**src/rtl/phase_timer_pkg.sv**
```systemverilog
`timescale 1ns/1ps
// Package: shared state type for the phase timer.
// Assumes: nothing beyond standard SystemVerilog.
package phase_timer_pkg;

    // Sequencer states; the order is the order of a measurement.
    typedef enum logic [2:0] {
        ST_IDLE  = 3'd0,
        ST_ARMED = 3'd1,
        ST_HIGH  = 3'd2,
        ST_LOW   = 3'd3,
        ST_DONE  = 3'd4
    } seq_state_t;

endpackage

```
**src/rtl/pt_sync_edge.sv**
```systemverilog
`timescale 1ns/1ps
// Module: pt_sync_edge
// Brings an asynchronous level into the clock domain through a chain of
// STAGES flops. Edges are found by comparing the last stage with a copy
// delayed by one more cycle. Rise and fall are single-cycle pulses.
// Assumes: STAGES >= 2; the input is stable for at least two clock periods
// per level so that no edge is lost.
module pt_sync_edge #(
    parameter int STAGES = 2
) (
    input  logic clk,
    input  logic rst_n,
    input  logic async_i,
    output logic rise_o,
    output logic fall_o
);

    logic [STAGES-1:0] chain_q;
    logic              prev_q;

    // Synchroniser chain: first stage takes the raw input.
    always_ff @(posedge clk) begin
        if (!rst_n) chain_q[0] <= 1'b0;
        else        chain_q[0] <= async_i;
    end

    // Remaining synchroniser stages, one per generate step.
    genvar g;
    generate
        for (g = 1; g < STAGES; g++) begin : g_stage
            always_ff @(posedge clk) begin
                if (!rst_n) chain_q[g] <= 1'b0;
                else        chain_q[g] <= chain_q[g-1];
            end
        end
    endgenerate

    // Previous synchronised value for edge comparison.
    always_ff @(posedge clk) begin
        if (!rst_n) prev_q <= 1'b0;
        else        prev_q <= chain_q[STAGES-1];
    end

    // Edge decode from the two registered values.
    always_comb begin
        rise_o = chain_q[STAGES-1] & ~prev_q;
        fall_o = ~chain_q[STAGES-1] & prev_q;
    end

endmodule

```
**src/rtl/pt_sequencer.sv**
```systemverilog
`timescale 1ns/1ps
// Module: pt_sequencer
// Single-shot measurement sequencer. Arm restarts from waiting-for-rise in
// any state. A rise starts the high phase, a fall moves to the low phase,
// and the next rise finishes. The block then halts until armed again.
// Assumes: rise_i and fall_i are never both high in one cycle.
module pt_sequencer
    import phase_timer_pkg::*;
(
    input  logic clk,
    input  logic rst_n,
    input  logic arm_i,
    input  logic rise_i,
    input  logic fall_i,
    output logic hi_en_o,
    output logic lo_en_o,
    output logic done_o
);

    seq_state_t state_q, state_d;

    // Next-state logic; arm has priority over every edge.
    always_comb begin
        state_d = state_q;
        if (arm_i) begin
            state_d = ST_ARMED;
        end else begin
            unique case (state_q)
                ST_IDLE:  state_d = ST_IDLE;
                ST_ARMED: if (rise_i) state_d = ST_HIGH;
                ST_HIGH:  if (fall_i) state_d = ST_LOW;
                ST_LOW:   if (rise_i) state_d = ST_DONE;
                ST_DONE:  state_d = ST_DONE;
                default:  state_d = ST_IDLE;
            endcase
        end
    end

    // State register.
    always_ff @(posedge clk) begin
        if (!rst_n) state_q <= ST_IDLE;
        else        state_q <= state_d;
    end

    // Output decode straight from the state register (glitch free).
    always_comb begin
        hi_en_o = (state_q == ST_HIGH);
        lo_en_o = (state_q == ST_LOW);
        done_o  = (state_q == ST_DONE);
    end

endmodule

```
**src/rtl/pt_sat_counter.sv**
```systemverilog
`timescale 1ns/1ps
// Module: pt_sat_counter
// Up counter with synchronous clear that sticks at all ones.
// Assumes: clear has priority over increment.
module pt_sat_counter #(
    parameter int WIDTH = 24
) (
    input  logic             clk,
    input  logic             rst_n,
    input  logic             clr_i,
    input  logic             inc_i,
    output logic [WIDTH-1:0] count_o,
    output logic             full_o
);

    localparam logic [WIDTH-1:0] MAX_VAL = {WIDTH{1'b1}};

    logic [WIDTH-1:0] count_q;

    // Count register: clear, else increment below the ceiling.
    always_ff @(posedge clk) begin
        if (!rst_n)                            count_q <= '0;
        else if (clr_i)                        count_q <= '0;
        else if (inc_i && (count_q != MAX_VAL)) count_q <= count_q + 1'b1;
    end

    // Outputs.
    always_comb begin
        count_o = count_q;
        full_o  = (count_q == MAX_VAL);
    end

endmodule

```
**src/rtl/phase_timer.sv**
```systemverilog
`timescale 1ns/1ps
// Module: phase_timer (top)
// Armed single-shot timer for one high phase followed by one low phase of
// an asynchronous square wave, counted in clock cycles.
// Assumes: arm_i is synchronous to clk; sig_i levels last at least two
// clock periods.
module phase_timer #(
    parameter int CNT_W       = 24,
    parameter int SYNC_STAGES = 2
) (
    input  logic             clk,
    input  logic             rst_n,
    input  logic             arm_i,
    input  logic             sig_i,
    output logic             hi_en_o,
    output logic             lo_en_o,
    output logic [CNT_W-1:0] hi_count_o,
    output logic [CNT_W-1:0] lo_count_o,
    output logic             ready_o,
    output logic             ovf_o
);

    logic rise_w, fall_w;
    logic hi_en_w, lo_en_w, done_w;
    logic hi_full_w, lo_full_w;

    pt_sync_edge #(.STAGES(SYNC_STAGES)) sync_i (
        .clk     (clk),
        .rst_n   (rst_n),
        .async_i (sig_i),
        .rise_o  (rise_w),
        .fall_o  (fall_w)
    );

    pt_sequencer seq_i (
        .clk     (clk),
        .rst_n   (rst_n),
        .arm_i   (arm_i),
        .rise_i  (rise_w),
        .fall_i  (fall_w),
        .hi_en_o (hi_en_w),
        .lo_en_o (lo_en_w),
        .done_o  (done_w)
    );

    pt_sat_counter #(.WIDTH(CNT_W)) hi_cnt_i (
        .clk     (clk),
        .rst_n   (rst_n),
        .clr_i   (arm_i),
        .inc_i   (hi_en_w),
        .count_o (hi_count_o),
        .full_o  (hi_full_w)
    );

    pt_sat_counter #(.WIDTH(CNT_W)) lo_cnt_i (
        .clk     (clk),
        .rst_n   (rst_n),
        .clr_i   (arm_i),
        .inc_i   (lo_en_w),
        .count_o (lo_count_o),
        .full_o  (lo_full_w)
    );

    // Output assembly.
    always_comb begin
        hi_en_o = hi_en_w;
        lo_en_o = lo_en_w;
        ready_o = done_w;
        ovf_o   = hi_full_w | lo_full_w;
    end

endmodule

```
**config.mk**
```make
export PLATFORM = sky130hd
export DESIGN_NAME = phase_timer
export DESIGN_NICKNAME = d
export VERILOG_FILES = /design/src/rtl/phase_timer_pkg.sv /design/src/rtl/pt_sync_edge.sv /design/src/rtl/pt_sequencer.sv /design/src/rtl/pt_sat_counter.sv /design/src/rtl/phase_timer.sv
export SDC_FILE = /design/constraint.sdc
export NUM_CORES = 1
export LEC_CHECK = 0
export BUFFER_PORTS_ARGS = -buffer_cell sky130_fd_sc_hd__buf_4
export CAP_MARGIN = 5
export CORE_MARGIN = 2
export CORE_UTILIZATION = 50
export CTS_CLUSTER_SIZE = 24
export DETAILED_ROUTE_END_ITERATION = 6
export PLACE_DENSITY = 0.76
export REMOVE_ABC_BUFFERS = 1
export SLEW_MARGIN = 20
export SYNTH_ARGS = -nofsm -noshare
export SYNTH_HDL_FRONTEND = slang
export SYNTH_HIERARCHICAL = 1
export SYNTH_SLANG_ARGS = --single-unit
```
**constraint.sdc**
```tcl
create_clock -name clk -period 2.1 [get_ports clk]
set_input_delay 0 -clock clk [delete_from_list [all_inputs] [get_ports clk]]
set_output_delay 0 -clock clk [all_outputs]
set_load 0.01 [all_outputs]
```
==> run_results.csv <==
group,metric,value,unit
worst_setup_path,critical_path_class,"register to register",
routing,drt_iter0_drc,131,
timing,hold_viol,0,
hold_path,hp-class,"primary input to register",
final_layout,final_cell_area,0.00350,mm^2
timing,worst_slew_pin_slew,0.808,ns
yosys,avgSynthCellArea,8.61,um^2
clock_network,cts_setup_buffers,0,
pwr,combinationalPowerShare,2.8,%
final_layout,final_nets,397,
pwr,ir_worst_vdd,0.324,mV
yosys,synthCells,327,
timing,rsz0062_at_grt,"yes",
routing,firstDrtPassIters,4,
placed_design,place_ws,0.0106,ns
yosys,async_flop_share,0,%
floorplanning,dieArea,0.00625,mm^2
placed_design,place_congestion,0.900,
worst_setup_path,critPathMaxFanout,7,
timing,min_period,1.98,ns
global_route,grt_max_degree,21,
pwr,p_seq_share,59.2,%
clock_network,h-tree-depth,2,
routing,ant_nets,0,
floorplanning,die_y,79.1,um
timing,maxSlewViolCount,0,
placed_design,portBuffers,55,
floorplanning,row_count,27,
global_route,grtUsageTotal,23.2,%
pwr,switchingPower,0.359,mW
pwr,intPower,1.38,mW
pwr,power_density,497,mW/mm^2
placed_design,placed_cell_area,0.00335,mm^2
routing,routedWlPerCell,15.2,um
final_layout,antennaDiodeCount,0,
timing,max_freq,0.505,GHz
final_layout,mostFrequentLayoutCell,"buf_4",
worst_setup_path,cp.arrival,2.15,ns
routing,totalWireLength,7040,um
routing,num_vias,2773,
yosys,syn_area,0.00282,mm^2
placed_design,hpwlAfterDp,5160,um
clock_network,clk-insertion-delay-late,0.30,ns
timing,worst_slack,0.119,ns
clock_network,clock_sinks,54,
global_route,overflow,0,
routing,remaining_drc_errors,0,
clock_network,cts_buffers,5,
final_layout,layout-drive-gt1-share,23.5,%
timing,setup_tns,0,ns
outcome,status,"finished clean",
yosys,ys_ff_latch,54,
pwr,switching_share,20.6,%
final_layout,fin_util,64.0,%
yosys,ys_warn_count,6,
floorplanning,start_util,51.5,%
pwr,p_total,1.74,mW
floorplanning,ioPinCount,56,
yosys,yosysSeqAreaShare,38.4,%
timing,setup_violations,0,
clock_network,root_buffer,"clkbuf_8",
timing,max-slew-margin-rel,46.1,%
yosys,ys.flop_type,"dfxtp_1",
timing,period_share,94.3,%
yosys,synth_enable_flop_cells,0,
worst_setup_path,start_kind,"register",
global_route,grt_pass1_wl,11800,um
clock_network,cts.clk_slew.worst_paths,0.09,ns
floorplanning,core,0.00547,mm^2
clock_network,cts_max_path_buffers,2,
global_route,grt_pass1_vias,2480,
pwr,cellLeakagePower,1.30,nW
timing,skew,0.00549,ns
yosys,ys_types,44,
pwr,power_frac_clock,38.0,%
clock_network,tritoncts,"built",
floorplanning,die_w,79.1,um
routing,vias_per_cell,5.98,
job,maxCapViolCount,0,
worst_setup_path,endpoint_kind,"register",
final_layout,final_cell_mix,"64 x buf_4, 54 x dfxtp_1, 36 x nor2_1, 20 x nand3_1, 20 x a21oi_1",
worst_setup_path,cp.required,2.27,ns
final_layout,syn_to_final_growth,24.3,%
global_route,antenna_found_initial,0,
## power by group through the flow
stage	Sequential [mW]	Combinational, mW	Clock (mW)
floorplan	1.05	0.0224	0
global placement	1.05	0.0422	0
detailed placement	1.05	0.0433	0
CTS	1.03	0.0478	0.681
global route	1.03	0.0537	0.718
finish	1.03	0.0488	0.661
## synthesized netlist by cell type (6+ instances only)
cell | n | area [um^2]
and4_1 | 14 | 123
nor2_1 | 36 | 135
xnor2_1 | 16 | 140
or3_1 | 12 | 75.1
and2_1 | 7 | 43.8
inv_1 | 6 | 22.5
nand2_1 | 16 | 60.1
o21ai_0 | 16 | 80.1
dfxtp_1 | 54 | 1080
a21oi_1 | 20 | 100
a211oi_1 | 9 | 67.6
nand3_1 | 20 | 100
and3_1 | 6 | 37.5
nand4_1 | 16 | 100
clkbuf_1 | 8 | 30.0
a2111oi_2 | 6 | 90.1
xor2_1 | 6 | 52.6
## repair_timing
action	in CTS	in global routing
hold buffers	3	0
setup endpoints to repair	1	6
cloned	0	0
hold endpoints to repair	4	0
gates resized for setup	1	2
## sequential cells by signal, summed over array words and instances (netlist names)
name,flops
hi_cnt_i/count_o,24
lo_cnt_i/count_o,24
seq_i/state_q,3
sync_i/chain_q,2
sync_i/prev_q,1
## final cells by class
| class | count | area (um^2) |
|---|---|---|
| fillers | 507 | 1970 |
| multi-input cells | 257 | 1690 |
| flip-flops and latches | 54 | 1080 |
| repair buffers | 67 | 510 |
| clock buffers | 8 | 110 |
| well taps | 72 | 90.1 |
| inverters | 6 | 22.5 |
## metrics by stage
stage | hold slack (ns) | instances
final | 0.0226 | 464
after global routing | 0.0428 | 464
after CTS | 0.0148 | 464
after detailed placement | 0.208 | 453
after global placement | 0.203 | 453
after floorplan | 0.122 | 317
## kinds of logic after synthesis
group	synth area share, %
fa+ha+maj	0.888
simple gates	33.4
compound gates	18.3
xor+xnor	6.84
flops	38.4
buf+inv	2.22
## path summary, 6_finish.rpt
kind,startpoint,endpoint,slack [ns],depth (start not counted)
worst min-delay path,arm_i,seq_i/state_q[1],0.02,3
worst max register to register,seq_i/state_q[1],hi_cnt_i/count_o[21],0.12,6
worst min register to register,sync_i/chain_q[0],sync_i/chain_q[1],0.44,1
worst max-delay path,seq_i/state_q[1],hi_cnt_i/count_o[21],0.12,6
## critical path, cell delays in order, from the launching register on
cell and delay (ns):
dfxtp_1 0.41, nor3b_2 0.26, nand4_2 0.15, or3_4 0.40, a2111oi_2 0.41, xnor2_1 0.18, nor2_1 0.05
## metal layers
metal / vias to the layer above / wire length, um / GRT usage (%) / part of all wire, %
met2: 100 / 3520 / 41.0 / 50
met5: - / 0 / 0 / 0
met4: 0 / 84 / 5.86 / 1.2
li1: 1356 / - / - / -
met1: 1307 / 3050 / 29.3 / 43
met3: 10 / 381 / 3.98 / 5.4
(Power assumes the default switching activity.)
